$ cat config.mk
export PLATFORM = sky130hd
export DESIGN_NAME = padctl_banks
export DESIGN_NICKNAME = d
export VERILOG_FILES = /design/src/rtl/padctl_pkg.sv /design/src/rtl/padctl_sync.sv /design/src/rtl/padctl_regfile.sv /design/src/rtl/padctl_drive.sv /design/src/rtl/padctl_banks.sv
export SDC_FILE = /design/constraint.sdc
export NUM_CORES = 1
export LEC_CHECK = 0
export ABC_CLOCK_PERIOD_IN_PS = 7100
export BUFFER_PORTS_ARGS = -buffer_cell sky130_fd_sc_hd__clkbuf_2
export CORE_ASPECT_RATIO = 1.4
export CORE_UTILIZATION = 54
export CTS_CLUSTER_DIAMETER = 100
export CTS_CLUSTER_SIZE = 20
export DETAILED_ROUTE_END_ITERATION = 12
export PLACE_DENSITY = 0.84
export SLEW_MARGIN = 20
export SYNTH_ARGS = -nofsm -noshare
export SYNTH_HDL_FRONTEND = slang
export SYNTH_SLANG_ARGS = --single-unit
$ cat constraint.sdc
create_clock -name clk -period 7.1 [get_ports clk]
set_input_delay 1.42 -clock clk [delete_from_list [all_inputs] [get_ports clk]]
set_output_delay 1.42 -clock clk [all_outputs]
set_load 0.01 [all_outputs]
$ cat src/rtl/padctl_pkg.sv
package padctl_pkg;

   typedef enum logic [3:0] {
      RK_OUT, RK_IN, RK_DIR, RK_FSEL0, RK_FSEL1,
      RK_ODN, RK_PSEL, RK_PEN, RK_NONE
   } reg_kind_e;

   // per-bank window and in-window word offsets
   localparam int unsigned BANK_STRIDE = 'h30;
   localparam int unsigned OFF_OUT     = 'h00;
   localparam int unsigned OFF_IN      = 'h04;
   localparam int unsigned OFF_DIR     = 'h08;
   localparam int unsigned OFF_FSEL0   = 'h0C;
   localparam int unsigned OFF_FSEL1   = 'h10;
   localparam int unsigned OFF_ODN     = 'h14;
   localparam int unsigned OFF_PSEL    = 'h1C;
   localparam int unsigned OFF_PEN     = 'h20;

   // relocated half-bank words, in spare slots of banks 0 and 1
   localparam int unsigned HB_ODN_ADDR   = 'h24;
   localparam int unsigned HB_PSEL_ADDR  = 'h28;
   localparam int unsigned HB_PEN_ADDR   = 'h2C;
   localparam int unsigned HB_FSEL1_ADDR = BANK_STRIDE + 'h24;

endpackage

$ cat src/rtl/padctl_sync.sv
module padctl_sync #(
   parameter int WIDTH  = 56,
   parameter int STAGES = 2
) (
   input  logic             clk,
   input  logic             rst_n,
   input  logic [WIDTH-1:0] d,
   output logic [WIDTH-1:0] q
);
   if (STAGES < 2) begin : g_bad_stages
      $error("padctl_sync: STAGES must be at least 2");
   end

   logic [STAGES-1:0][WIDTH-1:0] chain;

   always_ff @(posedge clk or negedge rst_n) begin
      if (!rst_n) chain <= '0;
      else        chain <= {chain[STAGES-2:0], d};
   end

   assign q = chain[STAGES-1];
endmodule

$ cat src/rtl/padctl_regfile.sv
module padctl_regfile
   import padctl_pkg::*;
#(
   parameter int PPB        = 16,
   parameter int FULL_BANKS = 3,
   parameter int HALF_PINS  = 8,
   parameter int ADDR_W     = 8,
   parameter int DATA_W     = 32,
   parameter int NPADS      = FULL_BANKS*PPB + HALF_PINS
) (
   input  logic              clk,
   input  logic              rst_n,
   input  logic [ADDR_W-1:0] bus_addr,
   input  logic              bus_we,
   input  logic [DATA_W-1:0] bus_wdata,
   output logic [DATA_W-1:0] bus_rdata,
   input  logic [NPADS-1:0]  in_sync,
   output logic [NPADS-1:0]  out_q,
   output logic [NPADS-1:0]  dir_q,
   output logic [NPADS-1:0]  fsel0_q,
   output logic [NPADS-1:0]  fsel1_q,
   output logic [NPADS-1:0]  odn_q,
   output logic [NPADS-1:0]  psel_q,
   output logic [NPADS-1:0]  pen_q
);
   localparam int NBANKS = FULL_BANKS + 1;
   localparam int BANK_W = $clog2(NBANKS);

   reg_kind_e         kind;
   logic [BANK_W-1:0] bank;

   // address decode: relocated half-bank slots first, then regular windows
   always_comb begin
      int unsigned a, bk, off;
      a    = int'(bus_addr);
      bk   = a / BANK_STRIDE;
      off  = a % BANK_STRIDE;
      kind = RK_NONE;
      bank = '0;
      if (bus_addr[1:0] != 2'b00) begin
         kind = RK_NONE;
      end else if (a == HB_ODN_ADDR) begin
         kind = RK_ODN;   bank = BANK_W'(FULL_BANKS);
      end else if (a == HB_PSEL_ADDR) begin
         kind = RK_PSEL;  bank = BANK_W'(FULL_BANKS);
      end else if (a == HB_PEN_ADDR) begin
         kind = RK_PEN;   bank = BANK_W'(FULL_BANKS);
      end else if (a == HB_FSEL1_ADDR) begin
         kind = RK_FSEL1; bank = BANK_W'(FULL_BANKS);
      end else if (bk < NBANKS) begin
         bank = BANK_W'(bk);
         if      (off == OFF_OUT)   kind = RK_OUT;
         else if (off == OFF_IN)    kind = RK_IN;
         else if (off == OFF_DIR)   kind = RK_DIR;
         else if (off == OFF_FSEL0) kind = RK_FSEL0;
         else if (bk != FULL_BANKS) begin
            if      (off == OFF_FSEL1) kind = RK_FSEL1;
            else if (off == OFF_ODN)   kind = RK_ODN;
            else if (off == OFF_PSEL)  kind = RK_PSEL;
            else if (off == OFF_PEN)   kind = RK_PEN;
         end
      end
   end

   logic [DATA_W-1:0] rd_b [NBANKS];

   for (genvar b = 0; b < NBANKS; b++) begin : g_bank
      localparam int W  = (b == FULL_BANKS) ? HALF_PINS : PPB;
      localparam int LO = b * PPB;

      logic [W-1:0] out_r, dir_r, f0_r, f1_r, odn_r, ps_r, pe_r;
      logic         hit;
      logic [DATA_W-1:0] rd_w;

      assign hit = bus_we && (bank == BANK_W'(b));

      always_ff @(posedge clk or negedge rst_n) begin
         if (!rst_n) begin
            out_r <= '0; dir_r <= '0; f0_r <= '0; f1_r <= '0;
            odn_r <= '0; ps_r  <= '0; pe_r <= '0;
         end else if (hit) begin
            case (kind)
               RK_OUT:   out_r <= bus_wdata[W-1:0];
               RK_DIR:   dir_r <= bus_wdata[W-1:0];
               RK_FSEL0: f0_r  <= bus_wdata[W-1:0];
               RK_FSEL1: f1_r  <= bus_wdata[W-1:0];
               RK_ODN:   odn_r <= bus_wdata[W-1:0];
               RK_PSEL:  ps_r  <= bus_wdata[W-1:0];
               RK_PEN:   pe_r  <= bus_wdata[W-1:0];
               default:  ;
            endcase
         end
      end

      always_comb begin
         rd_w = '0;
         case (kind)
            RK_OUT:   rd_w[W-1:0] = out_r;
            RK_IN:    rd_w[W-1:0] = in_sync[LO +: W];
            RK_DIR:   rd_w[W-1:0] = dir_r;
            RK_FSEL0: rd_w[W-1:0] = f0_r;
            RK_FSEL1: rd_w[W-1:0] = f1_r;
            RK_ODN:   rd_w[W-1:0] = odn_r;
            RK_PSEL:  rd_w[W-1:0] = ps_r;
            RK_PEN:   rd_w[W-1:0] = pe_r;
            default:  rd_w = '0;
         endcase
      end

      assign rd_b[b]            = rd_w;
      assign out_q[LO +: W]     = out_r;
      assign dir_q[LO +: W]     = dir_r;
      assign fsel0_q[LO +: W]   = f0_r;
      assign fsel1_q[LO +: W]   = f1_r;
      assign odn_q[LO +: W]     = odn_r;
      assign psel_q[LO +: W]    = ps_r;
      assign pen_q[LO +: W]     = pe_r;
   end

   if (DATA_W > PPB) begin : g_hi
      logic unused_wdata_hi;
      assign unused_wdata_hi = ^bus_wdata[DATA_W-1:PPB];
   end

   assign bus_rdata = (kind == RK_NONE) ? '0 : rd_b[bank];
endmodule

$ cat src/rtl/padctl_drive.sv
module padctl_drive #(
   parameter int NPADS = 56
) (
   input  logic [NPADS-1:0]   out_q,
   input  logic [NPADS-1:0]   dir_q,
   input  logic [NPADS-1:0]   fsel0_q,
   input  logic [NPADS-1:0]   fsel1_q,
   input  logic [NPADS-1:0]   odn_q,
   input  logic [NPADS-1:0]   psel_q,
   input  logic [NPADS-1:0]   pen_q,
   output logic [NPADS-1:0]   pad_out,
   output logic [NPADS-1:0]   pad_oe,
   output logic [NPADS-1:0]   pad_od,
   output logic [2*NPADS-1:0] pad_func,
   output logic [NPADS-1:0]   pad_pull_up,
   output logic [NPADS-1:0]   pad_pull_dn
);
   for (genvar p = 0; p < NPADS; p++) begin : g_pad
      // open-drain control bit set = push-pull; cleared = release on high
      assign pad_out[p]         = out_q[p];
      assign pad_od[p]          = ~odn_q[p];
      assign pad_oe[p]          = dir_q[p] & (odn_q[p] | ~out_q[p]);
      assign pad_func[2*p +: 2] = {fsel1_q[p], fsel0_q[p]};
      assign pad_pull_up[p]     = pen_q[p] &  psel_q[p];
      assign pad_pull_dn[p]     = pen_q[p] & ~psel_q[p];
   end
endmodule

$ cat src/rtl/padctl_banks.sv
module padctl_banks #(
   parameter int PPB        = 16,
   parameter int FULL_BANKS = 3,
   parameter int HALF_PINS  = 8,
   parameter int ADDR_W     = 8,
   parameter int DATA_W     = 32,
   parameter int SYNC_STAGES = 2
) (
   input  logic                                      clk,
   input  logic                                      rst_n,
   input  logic [ADDR_W-1:0]                         bus_addr,
   input  logic                                      bus_we,
   input  logic [DATA_W-1:0]                         bus_wdata,
   output logic [DATA_W-1:0]                         bus_rdata,
   input  logic [FULL_BANKS*PPB+HALF_PINS-1:0]       pad_in,
   output logic [FULL_BANKS*PPB+HALF_PINS-1:0]       pad_out,
   output logic [FULL_BANKS*PPB+HALF_PINS-1:0]       pad_oe,
   output logic [FULL_BANKS*PPB+HALF_PINS-1:0]       pad_od,
   output logic [2*(FULL_BANKS*PPB+HALF_PINS)-1:0]   pad_func,
   output logic [FULL_BANKS*PPB+HALF_PINS-1:0]       pad_pull_up,
   output logic [FULL_BANKS*PPB+HALF_PINS-1:0]       pad_pull_dn
);
   localparam int NPADS = FULL_BANKS*PPB + HALF_PINS;

   // elaboration-time parameter checks
   if (PPB > DATA_W) begin : g_bad_ppb
      $error("padctl_banks: PPB exceeds DATA_W");
   end
   if (HALF_PINS < 1 || HALF_PINS >= PPB) begin : g_bad_half
      $error("padctl_banks: HALF_PINS must be 1..PPB-1");
   end
   if (FULL_BANKS < 2) begin : g_bad_banks
      $error("padctl_banks: relocated slots need banks 0 and 1");
   end
   if ((FULL_BANKS+1)*int'(padctl_pkg::BANK_STRIDE) > (1 << ADDR_W)) begin : g_bad_addr
      $error("padctl_banks: ADDR_W too narrow for the bank windows");
   end

   logic [NPADS-1:0] in_sync, out_q, dir_q, fsel0_q, fsel1_q, odn_q, psel_q, pen_q;

   padctl_sync #(.WIDTH(NPADS), .STAGES(SYNC_STAGES)) sync_i (
      .clk(clk), .rst_n(rst_n), .d(pad_in), .q(in_sync)
   );

   padctl_regfile #(
      .PPB(PPB), .FULL_BANKS(FULL_BANKS), .HALF_PINS(HALF_PINS),
      .ADDR_W(ADDR_W), .DATA_W(DATA_W), .NPADS(NPADS)
   ) regs_i (
      .clk(clk), .rst_n(rst_n),
      .bus_addr(bus_addr), .bus_we(bus_we), .bus_wdata(bus_wdata),
      .bus_rdata(bus_rdata), .in_sync(in_sync),
      .out_q(out_q), .dir_q(dir_q), .fsel0_q(fsel0_q), .fsel1_q(fsel1_q),
      .odn_q(odn_q), .psel_q(psel_q), .pen_q(pen_q)
   );

   padctl_drive #(.NPADS(NPADS)) drive_i (
      .out_q(out_q), .dir_q(dir_q), .fsel0_q(fsel0_q), .fsel1_q(fsel1_q),
      .odn_q(odn_q), .psel_q(psel_q), .pen_q(pen_q),
      .pad_out(pad_out), .pad_oe(pad_oe), .pad_od(pad_od),
      .pad_func(pad_func), .pad_pull_up(pad_pull_up), .pad_pull_dn(pad_pull_dn)
   );
endmodule

==> impl_results.md <==
* Status: complete, no violations
* Die width at 176 µm
* Synth top area share at 55.3%
* Avg Cell Area, Syn at 12.0 µm²
* Crit path cell chain: clkbuf_2, ha_1, and4b_1, o21ai_0, nand2_1, a311o_1, o21ai_4, buf_4, o221ai_1, a311oi_1, a31oi_1, buf_4, a221o_1, clkbuf_2
* Max-Cap Viols at 0
* Gp weighted congestion at 0.925
* Endpoint class of the critical path: output pin
* CTS buffer count at 29
* Syn Std Cell Area at 22800 µm²
* Clock power share at 31.1%
* Pwr per Cell Area at 200 nW/µm²
* Register area at 12600 µm²
* Ranking of synthesized cells by area: dfrtp_1, mux2_2, nand2_1
* Layout cells sized above 1 at 41.8%
* Residual DRC count at 0
* Startpoint Class: input pin
* Post-CTS resize count at 0
* Initial Util at 55.1%
* Area after DPL at 26000 µm²
* Area growth syn-to-layout at 17.3%
* Longest Clk Path Bufs at 3
* Slew Viols, Final at 0
* P_sw at 1.41 mW
* Port buffer count at 490
* Core Area at 41400 µm²
* Post-synthesis register bit count at 504
* Worst-Margin Slew at 1.16 ns
* Sw frac at 26.4%
* Slowest stage delay, CP at 0.59 ns
* # clock sinks at 504
* Die area at 43100 µm²
* Initial DRC Count at 1654
* Total track usage at 37.6%
* Vias at 18600
* Reg2reg start: regs_i.g_bank[0].out_r[0]$_DFFE_PN0P_
* DRT antenna net count at 0
* N_diodes at 0
* # IOs at 523
* Most frequent cell after synthesis: dfrtp_1
* Crit path max-delay family: compound AO/OA/AOI/OAI gates
* Yosys cell types at 80
* Setup violations, final at 0
* Prevailing post-synth register cell: dfrtp_1
* Gr ovfl total at 0
* Sequential Power Share at 58.2%
* Final Cell Area at 26800 µm²
* WP data required at 5.68 ns
* Clock skew at 0.0165 ns
* Crit path arrival time at 5.19 ns
* EDFF count, synth at 0
* Register area share after synthesis at 55.3%
* Hold Worst Slack at 0.350 ns
* CP Launch Point: bus_addr[6]
* Worst Path Buf+Inv at 4
* Post-Route WL at 81500 µm
* CP max FO at 26
* HP Class: reg2reg
* Asr flop ratio synth at 100%
* Final Hold Viols at 0
* CTS tree: built
* Worst vdd rail ir drop at 214 µV
* First drt pass iteration count at 5
* Antenna violations before repair at 1
* Yosys top cell by area: dfrtp_1
* Gate Count Post-Synth at 1896
* Hold Startpoint: sync_i.chain[9]$_DFF_PN0_
* Vias/cell at 6.42
* Setup CP Type: in2out
* Slew Limit Headroom at 22.3%
* Multi-input gate area at 9310 µm²
* First-pass GRT wire length at 119000 µm
* Rows at 88
* H-tree depth at 1
* Final worst path period share at 93.2%
* Root Driver: clkbuf_16
* CTS Hold Bufs at 0
* Vias in the first global route at 18500
* DP Wirelength at 58100 µm
* Reg clk slew, reported paths at 0.08 ns
* Comb pwr share at 10.8%
* Worst-Skew Late Latency at 0.59 ns
* # fillers at 3172
* Ys Warns at 0
* Routed WL per cell at 28.2 µm
* Post-layout minimum cycle time at 6.61 ns
* Setup Buffers After CTS at 0
* Max Fclk at 0.151 GHz
* Commonest cells in the netlist: dfrtp_1, mux2_2, nand2_1
* RSZ-0062 raised after global routing: no
* Final nets at 2454
* Internal power at 3.93 mW
* Setup_tns at 0 ns
* Die Ht at 245 µm
* CP max stage cell: a311o_1
* Leak Pwr at 13.5 nW
* Largest net degree at the start of global routing at 187
-- registers in the layout (all words and copies together) (netlist names) --
signal and cells:
sync_i.q 56, regs_i.g_bank.ps_r 56, sync_i.chain 56, regs_i.g_bank.f1_r 56
regs_i.g_bank.pe_r 56, regs_i.g_bank.odn_r 56, regs_i.g_bank.out_r 56, regs_i.g_bank.f0_r 56
regs_i.g_bank.dir_r 56
-- path summary, 6_finish.rpt --
kind / to / slack (ns) / depth (start not counted)
min reg2reg: sync_i.q[9]$_DFF_PN0_ / 0.35 / 0
max in group asynchronous: regs_i.g_bank[1].out_r[8]$_DFFE_PN0P_ / 4.76 / 2
max reg2reg: regs_i.g_bank[0].out_r[0]$_DFFE_PN0P_ / 6.24 / 1
min in group asynchronous: sync_i.chain[53]$_DFF_PN0_ / 0.81 / 1
max: bus_rdata[5] / 0.49 / 14
min: sync_i.q[9]$_DFF_PN0_ / 0.35 / 0
-- layout make-up --
cell class              count  share of cell area [%]
flip-flops and latches    504                    47.1
clock buffers              29                    2.71
multi-input cells        1194                    34.8
repair buffers            564                    11.9
well taps                 540                    2.53
inverters                  61                   0.856
clock inverters             1                  0.0608
-- power groups by stage --
| stage | registers [mW] | clock network [mW] | logic, mW |
|---|---|---|---|
| CTS | 3.10 | 1.66 | 0.572 |
| global placement | 3.15 | 0 | 0.554 |
| global route | 3.12 | 1.76 | 0.611 |
| detailed placement | 3.16 | 0 | 0.568 |
| finish | 3.11 | 1.66 | 0.576 |
| floorplan | 3.17 | 0 | 0.237 |
-- layer usage --
| layer | global-route usage [%] | vias up | routed length, µm | part of all wire, % |
|---|---|---|---|---|
| li1 | - | 7659 | - | - |
| met1 | 45.3 | 9338 | 28500 | 35 |
| met2 | 61.7 | 1222 | 39400 | 48 |
| met3 | 6.29 | 359 | 7070 | 8.7 |
| met4 | 25.8 | 2 | 6480 | 8.0 |
| met5 | 0 | - | 13 | 0.016 |
-- metrics by stage --
| step | util [%] | power [mW] | setup slack [ns] | cells |
|---|---|---|---|---|
| floorplan | - | 3.40 | 0.985 | 1911 |
| global placement | 62.8 | 3.70 | 0.313 | 2863 |
| detailed placement | 62.8 | 3.73 | 0.256 | 2863 |
| CTS | 64.6 | 5.33 | 0.261 | 2893 |
| global route | 64.6 | 5.49 | 0.316 | 2893 |
| finish | 64.6 | 5.34 | 0.485 | 2893 |
-- layout by cell type, fill, tap and decap left out, types with 3 or more instances in the layout --
cell type    n
conb_1      16
nor2_2      18
o2111a_1     4
and3_1       7
nand4_1      3
and4_1       6
buf_4       61
o211ai_1     3
a211oi_1     3
or2_2        3
nor2_1      25
nor3_1       7
dfrtp_1    504
a21oi_1     83
mux2_2     340
clkbuf_16   29
nand2_1    153
a32o_1       3
nor3_4       6
nand2b_1     5
and2_1      61
nand3_1     21
a22o_1       3
inv_1       61
mux2_1      12
a221o_1     10
a21boi_0    56
nor2b_1     62
o221ai_1     4
o21ai_0     61
a2111oi_0    4
a31oi_1     12
clkbuf_2   489
a221oi_1    61
buf_12      13
mux2i_1     17
a22oi_1     65
o21bai_1     3
-- cell families (layout without fill, tap and decap cells) --
group,count (synthesis),count (layout),synth area share (%)
and+or+nand+nor,399,399,9.29
DFF,504,504,55.3
xor gates and xnor gates,1,1,0.0384
buffers and inverters,213,655,4.39
muxes,369,369,18.1
other,1,16,0.0164
AOI/OAI and AO/OA,408,408,12.8
adders and majority gates,1,1,0.0548
Note: power is estimated with default switching activity, not from simulation.
